## config.mk

```make
export PLATFORM = sky130hd
export DESIGN_NAME = uart_rx_flow
export DESIGN_NICKNAME = d
export VERILOG_FILES = /design/src/rtl/uart_rx_pkg.sv /design/src/rtl/uart_rx_mode_regs.sv /design/src/rtl/uart_rx_frame.sv /design/src/rtl/uart_rx_fifo.sv /design/src/rtl/uart_rx_flow.sv
export SDC_FILE = /design/constraint.sdc
export NUM_CORES = 1
export LEC_CHECK = 0
export ABC_CLOCK_PERIOD_IN_PS = 2700
export BUFFER_PORTS_ARGS = -buffer_cell sky130_fd_sc_hd__buf_2
export CORE_AREA = 5 5 97 99
export DETAILED_ROUTE_END_ITERATION = 8
export DIE_AREA = 0 0 102 104
export GPL_ROUTABILITY_DRIVEN = 0
export PLACE_DENSITY = 0.74
export SKIP_CTS_REPAIR_TIMING = 1
export SLEW_MARGIN = 20
export SYNTH_ARGS = -nofsm -noshare
export SYNTH_HDL_FRONTEND = slang
export SYNTH_SLANG_ARGS = --single-unit
```

## constraint.sdc

```tcl
create_clock -name clk_i -period 2.7 [get_ports clk_i]
set_input_delay 0.135 -clock clk_i [delete_from_list [all_inputs] [get_ports clk_i]]
set_output_delay 0.135 -clock clk_i [all_outputs]
set_load 0.005 [all_outputs]
```

## src/rtl/uart_rx_pkg.sv

```systemverilog
package uart_rx_pkg;
  localparam int unsigned DATA_W = 8;

  typedef enum logic [1:0] {
    PAR_CHECK = 2'b00,
    PAR_FORCE = 2'b01,
    PAR_NONE  = 2'b10,
    PAR_WAKE  = 2'b11
  } par_mode_e;

  typedef struct packed {
    logic       auto_rts;
    logic       irq_full;
    logic       blk_err;
    logic [1:0] par_mode;
    logic       par_odd;
    logic [1:0] len;
  } mode1_t;

  typedef struct packed {
    logic [DATA_W-1:0] data;
    logic              fe;
    logic              pe;
    logic              brk;
  } rx_char_t;
endpackage

```

## src/rtl/uart_rx_mode_regs.sv

```systemverilog
module uart_rx_mode_regs
  import uart_rx_pkg::*;
(
  input  logic        clk_i,
  input  logic        rst_ni,
  input  logic        wr_i,
  input  logic        rd_i,
  input  logic [7:0]  wdata_i,
  input  logic        ptr_rst_i,
  output logic [7:0]  rdata_o,
  output mode1_t      mode1_o
);
  logic       sel2_q;
  logic [7:0] m1_q, m2_q;

  always_ff @(posedge clk_i or negedge rst_ni) begin
    if (!rst_ni) begin
      sel2_q <= 1'b0;
      m1_q   <= '0;
      m2_q   <= '0;
    end else begin
      if (wr_i) begin
        if (sel2_q) m2_q <= wdata_i;
        else        m1_q <= wdata_i;
      end
      if (ptr_rst_i)                     sel2_q <= 1'b0;
      else if ((wr_i || rd_i) && !sel2_q) sel2_q <= 1'b1;
    end
  end

  assign rdata_o = sel2_q ? m2_q : m1_q;
  assign mode1_o = mode1_t'(m1_q);

  a_r1_ptr_home: assert property (@(posedge clk_i) disable iff (!rst_ni)
    ptr_rst_i |=> !sel2_q);
  a_r1_advance: assert property (@(posedge clk_i) disable iff (!rst_ni)
    (!sel2_q && (wr_i || rd_i) && !ptr_rst_i) |=> sel2_q);
  a_r1_m2_sticky: assert property (@(posedge clk_i) disable iff (!rst_ni)
    (sel2_q && !ptr_rst_i) |=> sel2_q);
  a_r1_m1_kept: assert property (@(posedge clk_i) disable iff (!rst_ni)
    (sel2_q && wr_i) |=> $stable(m1_q));
endmodule

```

## src/rtl/uart_rx_frame.sv

```systemverilog
module uart_rx_frame
  import uart_rx_pkg::*;
#(
  parameter int unsigned OVS = 16
) (
  input  logic       clk_i,
  input  logic       rst_ni,
  input  logic       tick_i,
  input  logic       rxd_i,
  input  logic [1:0] len_i,
  input  logic [1:0] par_mode_i,
  input  logic       par_odd_i,
  output logic       start_ok_o,
  output logic       push_o,
  output rx_char_t   char_o
);
  localparam int unsigned CNT_W = $clog2(OVS);
  localparam logic [CNT_W-1:0] MID  = CNT_W'(OVS/2 - 1);
  localparam logic [CNT_W-1:0] LAST = CNT_W'(OVS - 1);

  typedef enum logic [2:0] {S_IDLE, S_START, S_DATA, S_PAR, S_STOP, S_HOLD} st_e;

  st_e               st_q;
  logic [CNT_W-1:0]  cnt_q;
  logic [2:0]        bit_q;
  logic [DATA_W-1:0] shift_q;
  logic              par_q, nz_q;
  logic [1:0]        sync_q;
  logic              rxd_s, smp, has_par, chk_par, exp_par, brk;
  logic [2:0]        last_bit;

  assign rxd_s    = sync_q[1];
  assign smp      = tick_i && (cnt_q == LAST);
  assign last_bit = {1'b0, len_i} + 3'd4;
  assign has_par  = par_mode_i != PAR_NONE;
  assign chk_par  = (par_mode_i == PAR_CHECK) || (par_mode_i == PAR_FORCE);
  assign exp_par  = (par_mode_i == PAR_FORCE) ? par_odd_i : ((^shift_q) ^ par_odd_i);
  assign brk      = !nz_q && !rxd_s;

  always_ff @(posedge clk_i or negedge rst_ni) begin
    if (!rst_ni) begin
      sync_q     <= 2'b11;
      st_q       <= S_IDLE;
      cnt_q      <= '0;
      bit_q      <= '0;
      shift_q    <= '0;
      par_q      <= 1'b0;
      nz_q       <= 1'b0;
      start_ok_o <= 1'b0;
      push_o     <= 1'b0;
      char_o     <= '0;
    end else begin
      sync_q     <= {sync_q[0], rxd_i};
      start_ok_o <= 1'b0;
      push_o     <= 1'b0;
      if (tick_i && st_q inside {S_DATA, S_PAR, S_STOP}) cnt_q <= smp ? '0 : cnt_q + 1'b1;
      case (st_q)
        S_IDLE: if (tick_i && !rxd_s) begin
          st_q  <= S_START;
          cnt_q <= CNT_W'(1);
        end
        S_START: if (tick_i) begin
          if (cnt_q == MID) begin
            if (rxd_s) st_q <= S_IDLE;   // false start
            else begin
              st_q       <= S_DATA;
              cnt_q      <= '0;
              bit_q      <= '0;
              shift_q    <= '0;
              nz_q       <= 1'b0;
              start_ok_o <= 1'b1;
            end
          end else cnt_q <= cnt_q + 1'b1;
        end
        S_DATA: if (smp) begin
          shift_q[bit_q] <= rxd_s;
          nz_q           <= nz_q | rxd_s;
          if (bit_q == last_bit) st_q <= has_par ? S_PAR : S_STOP;
          else                   bit_q <= bit_q + 1'b1;
        end
        S_PAR: if (smp) begin
          par_q <= rxd_s;
          nz_q  <= nz_q | rxd_s;
          st_q  <= S_STOP;
        end
        S_STOP: if (smp) begin
          push_o      <= 1'b1;
          char_o.data <= shift_q;
          char_o.brk  <= brk;
          char_o.fe   <= !rxd_s && nz_q;
          char_o.pe   <= chk_par && (par_q != exp_par) && !brk;
          st_q        <= rxd_s ? S_IDLE : S_HOLD;
        end
        S_HOLD: if (tick_i && rxd_s) st_q <= S_IDLE;
        default: st_q <= S_IDLE;
      endcase
    end
  end

  a_r4_false_start: assert property (@(posedge clk_i) disable iff (!rst_ni)
    (st_q == S_START && tick_i && cnt_q == MID && rxd_s) |=> (st_q == S_IDLE && !start_ok_o));
  a_r5_hold_low: assert property (@(posedge clk_i) disable iff (!rst_ni)
    (st_q == S_HOLD && !rxd_s) |=> st_q == S_HOLD);
  a_r6_break_char: assert property (@(posedge clk_i) disable iff (!rst_ni)
    (push_o && char_o.brk) |-> (char_o.data == '0 && !char_o.fe && !char_o.pe));
endmodule

```

## src/rtl/uart_rx_fifo.sv

```systemverilog
module uart_rx_fifo
  import uart_rx_pkg::*;
#(
  parameter int unsigned DEPTH = 3
) (
  input  logic     clk_i,
  input  logic     rst_ni,
  input  logic     wr_i,
  input  rx_char_t wdata_i,
  input  logic     rd_i,
  input  logic     clr_ovr_i,
  output rx_char_t head_o,
  output logic     empty_o,
  output logic     full_o,
  output logic     ovr_o
);
  localparam int unsigned AW = (DEPTH > 1) ? $clog2(DEPTH) : 1;
  localparam int unsigned CW = $clog2(DEPTH + 1);

  rx_char_t        mem_q [DEPTH];
  logic [AW-1:0]   wp_q, rp_q;
  logic [CW-1:0]   cnt_q;
  logic            do_wr, do_rd;

  function automatic logic [AW-1:0] nxt(input logic [AW-1:0] p);
    return (p == AW'(DEPTH - 1)) ? '0 : p + 1'b1;
  endfunction

  assign empty_o = cnt_q == '0;
  assign full_o  = cnt_q == CW'(DEPTH);
  assign do_wr   = wr_i && !full_o;
  assign do_rd   = rd_i && !empty_o;
  assign head_o  = mem_q[rp_q];

  always_ff @(posedge clk_i) if (do_wr) mem_q[wp_q] <= wdata_i;

  always_ff @(posedge clk_i or negedge rst_ni) begin
    if (!rst_ni) begin
      wp_q  <= '0;
      rp_q  <= '0;
      cnt_q <= '0;
      ovr_o <= 1'b0;
    end else begin
      if (do_wr) wp_q <= nxt(wp_q);
      if (do_rd) rp_q <= nxt(rp_q);
      cnt_q <= cnt_q + CW'(do_wr) - CW'(do_rd);
      if (clr_ovr_i)          ovr_o <= 1'b0;
      else if (wr_i && full_o) ovr_o <= 1'b1;
    end
  end

  a_r7_no_overflow: assert property (@(posedge clk_i) disable iff (!rst_ni)
    cnt_q <= CW'(DEPTH));
  a_r7_drop_full: assert property (@(posedge clk_i) disable iff (!rst_ni)
    (wr_i && full_o && !rd_i && !clr_ovr_i) |=> (full_o && ovr_o));
  a_r7_pop_empty: assert property (@(posedge clk_i) disable iff (!rst_ni)
    (rd_i && empty_o && !wr_i) |=> empty_o);
endmodule

```

## src/rtl/uart_rx_flow.sv

```systemverilog
module uart_rx_flow
  import uart_rx_pkg::*;
#(
  parameter int unsigned OVS        = 16,
  parameter int unsigned FIFO_DEPTH = 3
) (
  input  logic       clk_i,
  input  logic       rst_ni,
  input  logic       baud_tick_i,
  input  logic       rxd_i,
  input  logic       mode_wr_i,
  input  logic       mode_rd_i,
  input  logic [7:0] mode_wdata_i,
  output logic [7:0] mode_rdata_o,
  input  logic       ptr_rst_i,
  input  logic       rts_on_i,
  input  logic       rts_off_i,
  input  logic       err_rst_i,
  input  logic       rx_pop_i,
  output logic [7:0] rx_data_o,
  output logic       rx_rdy_o,
  output logic       ffull_o,
  output logic       fe_o,
  output logic       pe_o,
  output logic       brk_o,
  output logic       ovr_o,
  output logic       irq_o,
  output logic       rtsn_o
);
  mode1_t   m1;
  rx_char_t rx_char, head;
  logic     push, start_ok, empty, do_pop, seen_q, auto_q;
  logic [2:0] acc_q, head_st, fresh_st, stat;

  uart_rx_mode_regs u_regs (
    .clk_i, .rst_ni,
    .wr_i(mode_wr_i), .rd_i(mode_rd_i), .wdata_i(mode_wdata_i),
    .ptr_rst_i, .rdata_o(mode_rdata_o), .mode1_o(m1)
  );

  uart_rx_frame #(.OVS(OVS)) u_frame (
    .clk_i, .rst_ni, .tick_i(baud_tick_i), .rxd_i,
    .len_i(m1.len), .par_mode_i(m1.par_mode), .par_odd_i(m1.par_odd),
    .start_ok_o(start_ok), .push_o(push), .char_o(rx_char)
  );

  uart_rx_fifo #(.DEPTH(FIFO_DEPTH)) u_fifo (
    .clk_i, .rst_ni, .wr_i(push), .wdata_i(rx_char), .rd_i(rx_pop_i),
    .clr_ovr_i(err_rst_i), .head_o(head), .empty_o(empty),
    .full_o(ffull_o), .ovr_o
  );

  assign rx_rdy_o  = !empty;
  assign rx_data_o = head.data;
  assign do_pop    = rx_pop_i && rx_rdy_o;
  assign head_st   = rx_rdy_o ? {head.fe, head.pe, head.brk} : 3'b000;
  assign fresh_st  = seen_q ? 3'b000 : head_st;
  assign stat      = m1.blk_err ? (acc_q | fresh_st) : head_st;
  assign {fe_o, pe_o, brk_o} = stat;
  assign irq_o     = m1.irq_full ? ffull_o : rx_rdy_o;

  // seen_q: current head already folded into acc_q (or excluded by err reset)
  always_ff @(posedge clk_i or negedge rst_ni) begin
    if (!rst_ni) begin
      acc_q  <= '0;
      seen_q <= 1'b0;
    end else if (err_rst_i) begin
      acc_q  <= '0;
      seen_q <= rx_rdy_o && !do_pop;
    end else begin
      acc_q  <= acc_q | fresh_st;
      seen_q <= rx_rdy_o && !do_pop;
    end
  end

  always_ff @(posedge clk_i or negedge rst_ni) begin
    if (!rst_ni) begin
      rtsn_o <= 1'b1;
      auto_q <= 1'b0;
    end else if (rts_on_i) begin
      rtsn_o <= 1'b0;
      auto_q <= 1'b0;
    end else if (rts_off_i) begin
      rtsn_o <= 1'b1;
      auto_q <= 1'b0;
    end else if (m1.auto_rts && start_ok && ffull_o) begin
      rtsn_o <= 1'b1;
      auto_q <= 1'b1;
    end else if (auto_q && !ffull_o) begin
      rtsn_o <= 1'b0;
      auto_q <= 1'b0;
    end
  end

  a_r10_rts_on: assert property (@(posedge clk_i) disable iff (!rst_ni)
    rts_on_i |=> !rtsn_o);
  a_r10_rts_off: assert property (@(posedge clk_i) disable iff (!rst_ni)
    (rts_off_i && !rts_on_i) |=> rtsn_o);
  a_r11_auto_neg: assert property (@(posedge clk_i) disable iff (!rst_ni)
    (m1.auto_rts && start_ok && ffull_o && !rts_on_i && !rts_off_i) |=> rtsn_o);
  a_r11_manual_only: assert property (@(posedge clk_i) disable iff (!rst_ni)
    (!m1.auto_rts && !auto_q && !rts_on_i && !rts_off_i) |=> $stable(rtsn_o));
  a_r9_irq_idle: assert property (@(posedge clk_i) disable iff (!rst_ni)
    !rx_rdy_o |-> !irq_o);
  a_r8_char_empty: assert property (@(posedge clk_i) disable iff (!rst_ni)
    (!m1.blk_err && !rx_rdy_o) |-> (stat == 3'b000));
endmodule

```

After elaboration in Yosys (flattened, before gate mapping)
Memory sizes are Yosys's and may differ from the RTL's.
Index checks and enable logic that the tools add are counted.
{ "op_classes": {"n_addsub": 7, "magnitude_cmp": 2, "eq_ne": 25, "muxes": 65, "bitwise_logic": 4, "reduce_logical": 45} }
{ "ops": {"columns": ["operator", "n"], "rows": [
  ["2-to-1 mux 3 bit", 19],
  ["2-to-1 mux 8 bit", 5],
  ["2-to-1 mux 1 bit", 25],
  ["2-to-1 mux 4 bit", 6],
  ["one-hot mux 3 bit (6 select lines)", 1],
  ["logical AND 1 bit", 17],
  ["one-hot mux 8 bit (2 select lines)", 1],
  ["inequality test 2 x 1 -> 1 bit (second input constant)", 7],
  ["inequality test 2 bit (second input constant)", 5],
  ["AND reduction 5 bit", 2],
  ["bitwise mux 8 bit", 1],
  ["one-hot mux 4 bit (2 select lines)", 1],
  ["AND reduction 2 bit", 4],
  ["AND reduction 8 bit", 1],
  ["nonzero test 2 bit", 4],
  ["parity 8 bit", 1],
  ["zero test 1 bit", 7],
  ["equality test 2 bit (second input constant)", 3],
  ["equality test 3 x 2 -> 1 bit (second input constant)", 2],
  ["equality test 3 bit (second input constant)", 2],
  ["2-to-1 mux 2 bit", 3],
  ["one-hot mux 3 bit (2 select lines)", 1],
  ["AND reduction 6 bit", 1],
  ["adder 2 x 1 -> 2 bit (second input constant)", 2],
  ["other kinds (25)", 27]
]} }
{ "word_totals": {"ff_bits": 65, "mem_bits_rw": 33, "out_inout_bits": 24, "elab_cells": 173, "memories": 1} }
{ "mem_list": {"columns": ["memory", "depth", "width", "rd", "rd_ports_with_merged_regs", "wr", "line_no", "source"], "rows": [
  ["u_fifo.mem_q", 3, 11, 1, 0, 1, "uart_rx_fifo.sv:20", "rx_char_t mem_q [DEPTH];"]
]} }

Logic depth before layout (Yosys ltp)
{ "depth": {"depth_word": 8, "depth_mapped": 9, "mapped_depth_nobuf": 8} }

Cells and area by module
A second synthesis with hierarchy kept.
{ "unflattened": {"cells_unflattened": 378, "hier_area_um2": 4630.7} }
{ "by_module_without_submodules": {"columns": ["mod", "instances", "cells_each", "area_per_inst_um2", "seq_area_each_um2"], "rows": [
  ["uart_rx_frame", 1, 201, 2018.2, 878.3],
  ["uart_rx_fifo", 1, 100, 1590.3, 1166.1],
  ["uart_rx_mode_regs", 1, 47, 729.4, 425.4],
  ["uart_rx_flow", 1, 30, 292.8, 151.4]
]} }

Least setup slack after synthesis
Ideal clock, no wire load.
{ "synth_timing": {"path_kind": "reg-to-reg", "from": "register u_fifo.cnt_q[1]", "to": "memory u_fifo.mem_q[1][0] in the netlist's numbering (enable)", "setup_ns": 0.398, "arrival_ns": 1.604, "setup_slack_ns": 0.698, "stages_incl_launch_ff": 4, "path_buffers": 0, "synth_period_minus_slack_ns": 2.002, "path_cell_list": "dfrtp_1 nand2_1 nand2_1 nor3b_1"} }
{ "synth_via": {"elab_chain_len": 5} }
{ "synth_rtl": {"columns": ["element", "line_no", "source"], "rows": [
  ["from (decl)", "uart_rx_fifo.sv:22", "logic [CW-1:0] cnt_q;"],
  ["from (signal assigned)", "uart_rx_fifo.sv:46", "cnt_q <= cnt_q + CW'(do_wr) - CW'(do_rd);"],
  ["equality test 2 bit", "uart_rx_fifo.sv:30", "assign full_o = cnt_q == CW'(DEPTH);"],
  ["zero test 1 bit", "uart_rx_fifo.sv:31", "assign do_wr = wr_i && !full_o;"],
  ["logical AND 1 bit", "uart_rx_fifo.sv:31", null],
  ["2-to-1 mux 1 bit", "uart_rx_fifo.sv:35", "always_ff @(posedge clk_i) if (do_wr) mem_q[wp_q] <= wdata_i;"],
  ["2-to-1 mux 1 bit (not written as such)", "uart_rx_fifo.sv:35", null],
  ["to (decl)", "uart_rx_fifo.sv:20", null]
]} }
Every way passes these cells.

Final worst setup path
{ "layout_timing": {"from": "register u_fifo.rp_q[0]", "to": "output port fe_o"} }
{ "layout_via": {"elab_chain_len": 5} }
{ "layout_rtl": {"columns": ["element", "line_no", "source"], "rows": [
  ["from (decl)", "uart_rx_fifo.sv:21", "logic [AW-1:0] wp_q, rp_q;"],
  ["from (signal assigned)", "uart_rx_fifo.sv:45", "if (do_rd) rp_q <= nxt(rp_q);"],
  ["memory read (3 x 11 bit) *", null, null],
  ["2-to-1 mux 3 bit *", "uart_rx_flow.sv:56", "assign head_st = rx_rdy_o ? {head.fe, head.pe, head.brk} : 3'b000;"],
  ["2-to-1 mux 3 bit", "uart_rx_flow.sv:57", "assign fresh_st = seen_q ? 3'b000 : head_st;"],
  ["bitwise OR 3 bit", "uart_rx_flow.sv:58", "assign stat = m1.blk_err ? (acc_q | fresh_st) : head_st;"],
  ["2-to-1 mux 3 bit *", "uart_rx_flow.sv:58", null],
  ["to (decl)", "uart_rx_flow.sv:23", "output logic fe_o,"]
]} }
Every way passes the cells marked *; elsewhere a longest branch is shown, timed or not.

==> impl_results.md <==
- Mux contribution to synthesized area: 8.598%
- Reg2reg setup slack: ~0.7 ns
- Avg WL per Cell: 15.26 um
- Largest net degree at the start of global routing: between 60 and 70
- PwrDens: between 700 and 800 mW/mm2
- Period utilization: around four fifths
- Max frequency: 471.3 MHz
- FF-to-FF path depth: 5
- H-tree lvl count: 3
- GRT overflow: 0
- Met1 Use GR: 21.66%
- Worst Hold Class: primary input to flop
- Critical Path Start: u_fifo.rp_q[0]
- First-pass GRT wire length: 14,570 um
- Worst-path maximum fanout: 13
- DRT Pass-1 Iters: 4
- Status: finished, violations left
- Io pins: 43
- Synth Area in Compound Gates: 12.36%
- ANT cells: 0
- Max_cap viols: 0
- Post-Synth XOR/XNOR Area: 2.322%
- Max Clock Skew: 0.01147 ns
- Vias in the first global route: 3,052
- Die Height: 104 um
- Net Count, Synth: 433
- ANT nets after route: 0
- Static Leak: about 2.1 nW
- Die Width: 102 um
- Fill cells: around 700
- DR iter-0 viols: 103
- GR Util met2: about 30%
- DRT Wirelength: 8667 um
- DR DRC count: 0
- Endpoint of the worst register-to-register path: u_frame.char_o[1]
- Dpl hpwl: 6110 um
- Clk_lat worst skew: 0.36 ns
- RSZ-0062 raised after global routing: false
- CP arrival: between 1.5 and 2 ns
- Worst-Margin Slew: 0.8129 ns
- Global Route Usage Sum: around 17%
- Syn-to-layout area delta: 11.94%
- Largest family of logic cells by synthesized area: simple AND/OR/NAND/NOR gates
- Synth Register Bits: 98
- IR Drop Worst-Case VDD: 0.6437 mV
- Max-slew headroom: between 40% and 50%
- Ys Warns: 0
- Worst Setup End Kind: primary output
- Final hold vios: 1
- Root Buffer: clkbuf_8
- Syn Inst Count: 410
- Final slew viol count: 0
- CTS tree: yes
- Crit Path Class: flop to primary output
- Multi-input logic area: 0.001764 mm2
- GR peak layer: met2
- Initial Util: 53.46%
- Minimum clock period: 2.122 ns
- Mean Syn Cell Area: 11.04 um2
- Worst setup path endpoint: fe_o
- Setup violators final: 0
- FP Rows: 34
- Initial antenna violation count: 0
- Layout cells sized above 1: 20.65%
- Synth Cell Area: 0.004526 mm2
- Total Neg Setup Slack: 0 ns
- Sequential area share after synthesis: 57.92%
- Number of synthesized flops with an enable pin: 33
- RR Startpoint: u_frame.cnt_q[0]
- Core ar.: roughly 0.0085 mm2
- Total clock buffers created by CTS: 9
- Die area: between 0.01 and 0.015 mm2
- Simple-Gate Fraction of Synth Area: 14.60%
- Failing checks: negative hold slack
- Post-synth ARST share: 66.33%
- Longest Clk Path Bufs: 2
- Final Hold Slack: -0.002293 ns
- I/O Buffers: 42
- Setup WS post-layout: 0.5781 ns
- Met3 usage: 2.884%
- CP Launch Type: flop
- Post-DR vias/cell: 5.489
- Nets@finish: approximately 480
- Total number of vias: 3,118
- Clock Pin Slew Worst Setup and Hold Paths: ~0.10 ns
- Fraction of the mapped netlist area in adder cells: 1.106%
- Critical path data required time: 2.57 ns
- Yosys cell types: 55
- Place WS: a little over 0.7 ns
- CTS sink cnt: between 90 and 100
- Main flop type after synthesis: dfrtp_1
- Register Area: ~0.0026 mm2
placed cells by master (no fill, tap or decap), types with 5 or more instances in the layout:
| cell type | n |
|---|---|
| nor2_1 | 21 |
| a31oi_1 | 8 |
| xnor2_1 | 12 |
| edfxtp_1 | 33 |
| a21o_1 | 5 |
| a21oi_1 | 17 |
| buf_2 | 42 |
| clkbuf_8 | 9 |
| nand3_1 | 6 |
| nand2_1 | 66 |
| o21ai_0 | 28 |
| nand2b_1 | 5 |
| o21ai_1 | 13 |
| dlygate4sd3_1 | 8 |
| inv_1 | 13 |
| dfrtp_1 | 62 |
| mux2i_1 | 13 |
| mux2_2 | 22 |
worst max-delay path: stages, from the launching register on:
cell and delay [ns]:
dfrtp_1 0.78, mux2i_1 0.16, o21ai_0 0.33, nand2_1 0.09
o21ai_0 0.13, buf_2 0.13
Yosys cell counts (4+ instances only):
| cell | instances | share of area [%] |
|---|---|---|
| nor2_1 | 21 | 1.7 |
| edfxtp_1 | 33 | 22 |
| buf_2 | 7 | 0.77 |
| a21oi_1 | 17 | 1.9 |
| a31oi_1 | 8 | 1.1 |
| clkbuf_1 | 10 | 0.83 |
| ha_1 | 4 | 1.1 |
| inv_1 | 13 | 1.1 |
| nand2b_1 | 5 | 0.69 |
| nor3_1 | 4 | 0.44 |
| mux2_2 | 22 | 5.5 |
| o21ai_1 | 13 | 1.4 |
| dfrtp_1 | 62 | 34 |
| and2_1 | 4 | 0.55 |
| o21ai_0 | 28 | 3.1 |
| or3_1 | 4 | 0.55 |
| mux2i_1 | 13 | 2.9 |
| xnor2_1 | 12 | 2.3 |
| nand2_1 | 66 | 5.5 |
| nand3_1 | 6 | 0.66 |
| a21o_1 | 5 | 0.83 |
registers in the layout, indices dropped and copies added, names as in the netlist, 4 cells and up:
register         count
u_fifo.mem_q        33
u_frame.shift_q      8
u_regs.mode1_o       8
u_regs.m2_q          8
u_frame.char_o      11
u_frame.cnt_q        4
routing by layer:
layer	share of wire (%)	vias up
met5	0	-
met4	1.5	0
met3	3.8	12
met2	52	65
met1	43	1495
li1	-	1546
layout make-up:
type | count | area share, %
inverter | 13 | 0.9632
tap | 108 | 2.667
timing repair buffer | 54 | 6.323
multi-input combinational | 279 | 34.82
clock inverter | 7 | 1.037
sequential | 98 | 51.74
clock buffer | 9 | 2.445
cell families (layout without fill, tap and decap cells):
family	after synthesis	in the layout
DFF	98	98
buffers and inverters	33	83
and+or+nand+nor	135	135
AOI/OAI and AO/OA	92	92
xor gates and xnor gates	12	12
adders and majority gates	4	4
muxes	36	36
per-stage QoR:
stage | cell area (um2) | cells | power, mW | util [%] | hold slack, ns
floorplan | 4526 | 410 | 2.736 | - | -0.1606
global route | 5066 | 568 | 4.165 | 59.84 | 0.002162
detailed placement | 4810 | 544 | 3.058 | 56.81 | 0.2420
finish | 5066 | 568 | 3.893 | 59.84 | -0.002293
global placement | 4810 | 544 | 3.019 | 56.81 | 0.2422
CTS | 4986 | 560 | 3.914 | 58.90 | -0.1483
power by group:
part           switching, mW  total (mW)  internal (mW)  leakage [nW]
clock                  0.525       0.864          0.340        0.0759
sequential             0.292        1.97           1.67          1.08
combinational          0.537        1.06          0.526         0.957
worst min path at each step:
stage                    start                 to  slack, ns  depth (start not counted)
2_1_floorplan           rst_ni           acc_q[0]      -0.16                          0
3_3_place_gp             rxd_i  u_frame.sync_q[0]       0.24                          1
3_5_place_dp             rxd_i  u_frame.sync_q[0]       0.24                          1
4_1_cts                  rxd_i  u_frame.sync_q[0]      -0.15                          1
5_1_grt        mode_wdata_i[5]     u_regs.m2_q[5]      0.002                          2
6_report       mode_wdata_i[3]  u_regs.mode1_o[3]     -0.002                          3
(Power assumes the default switching activity.)
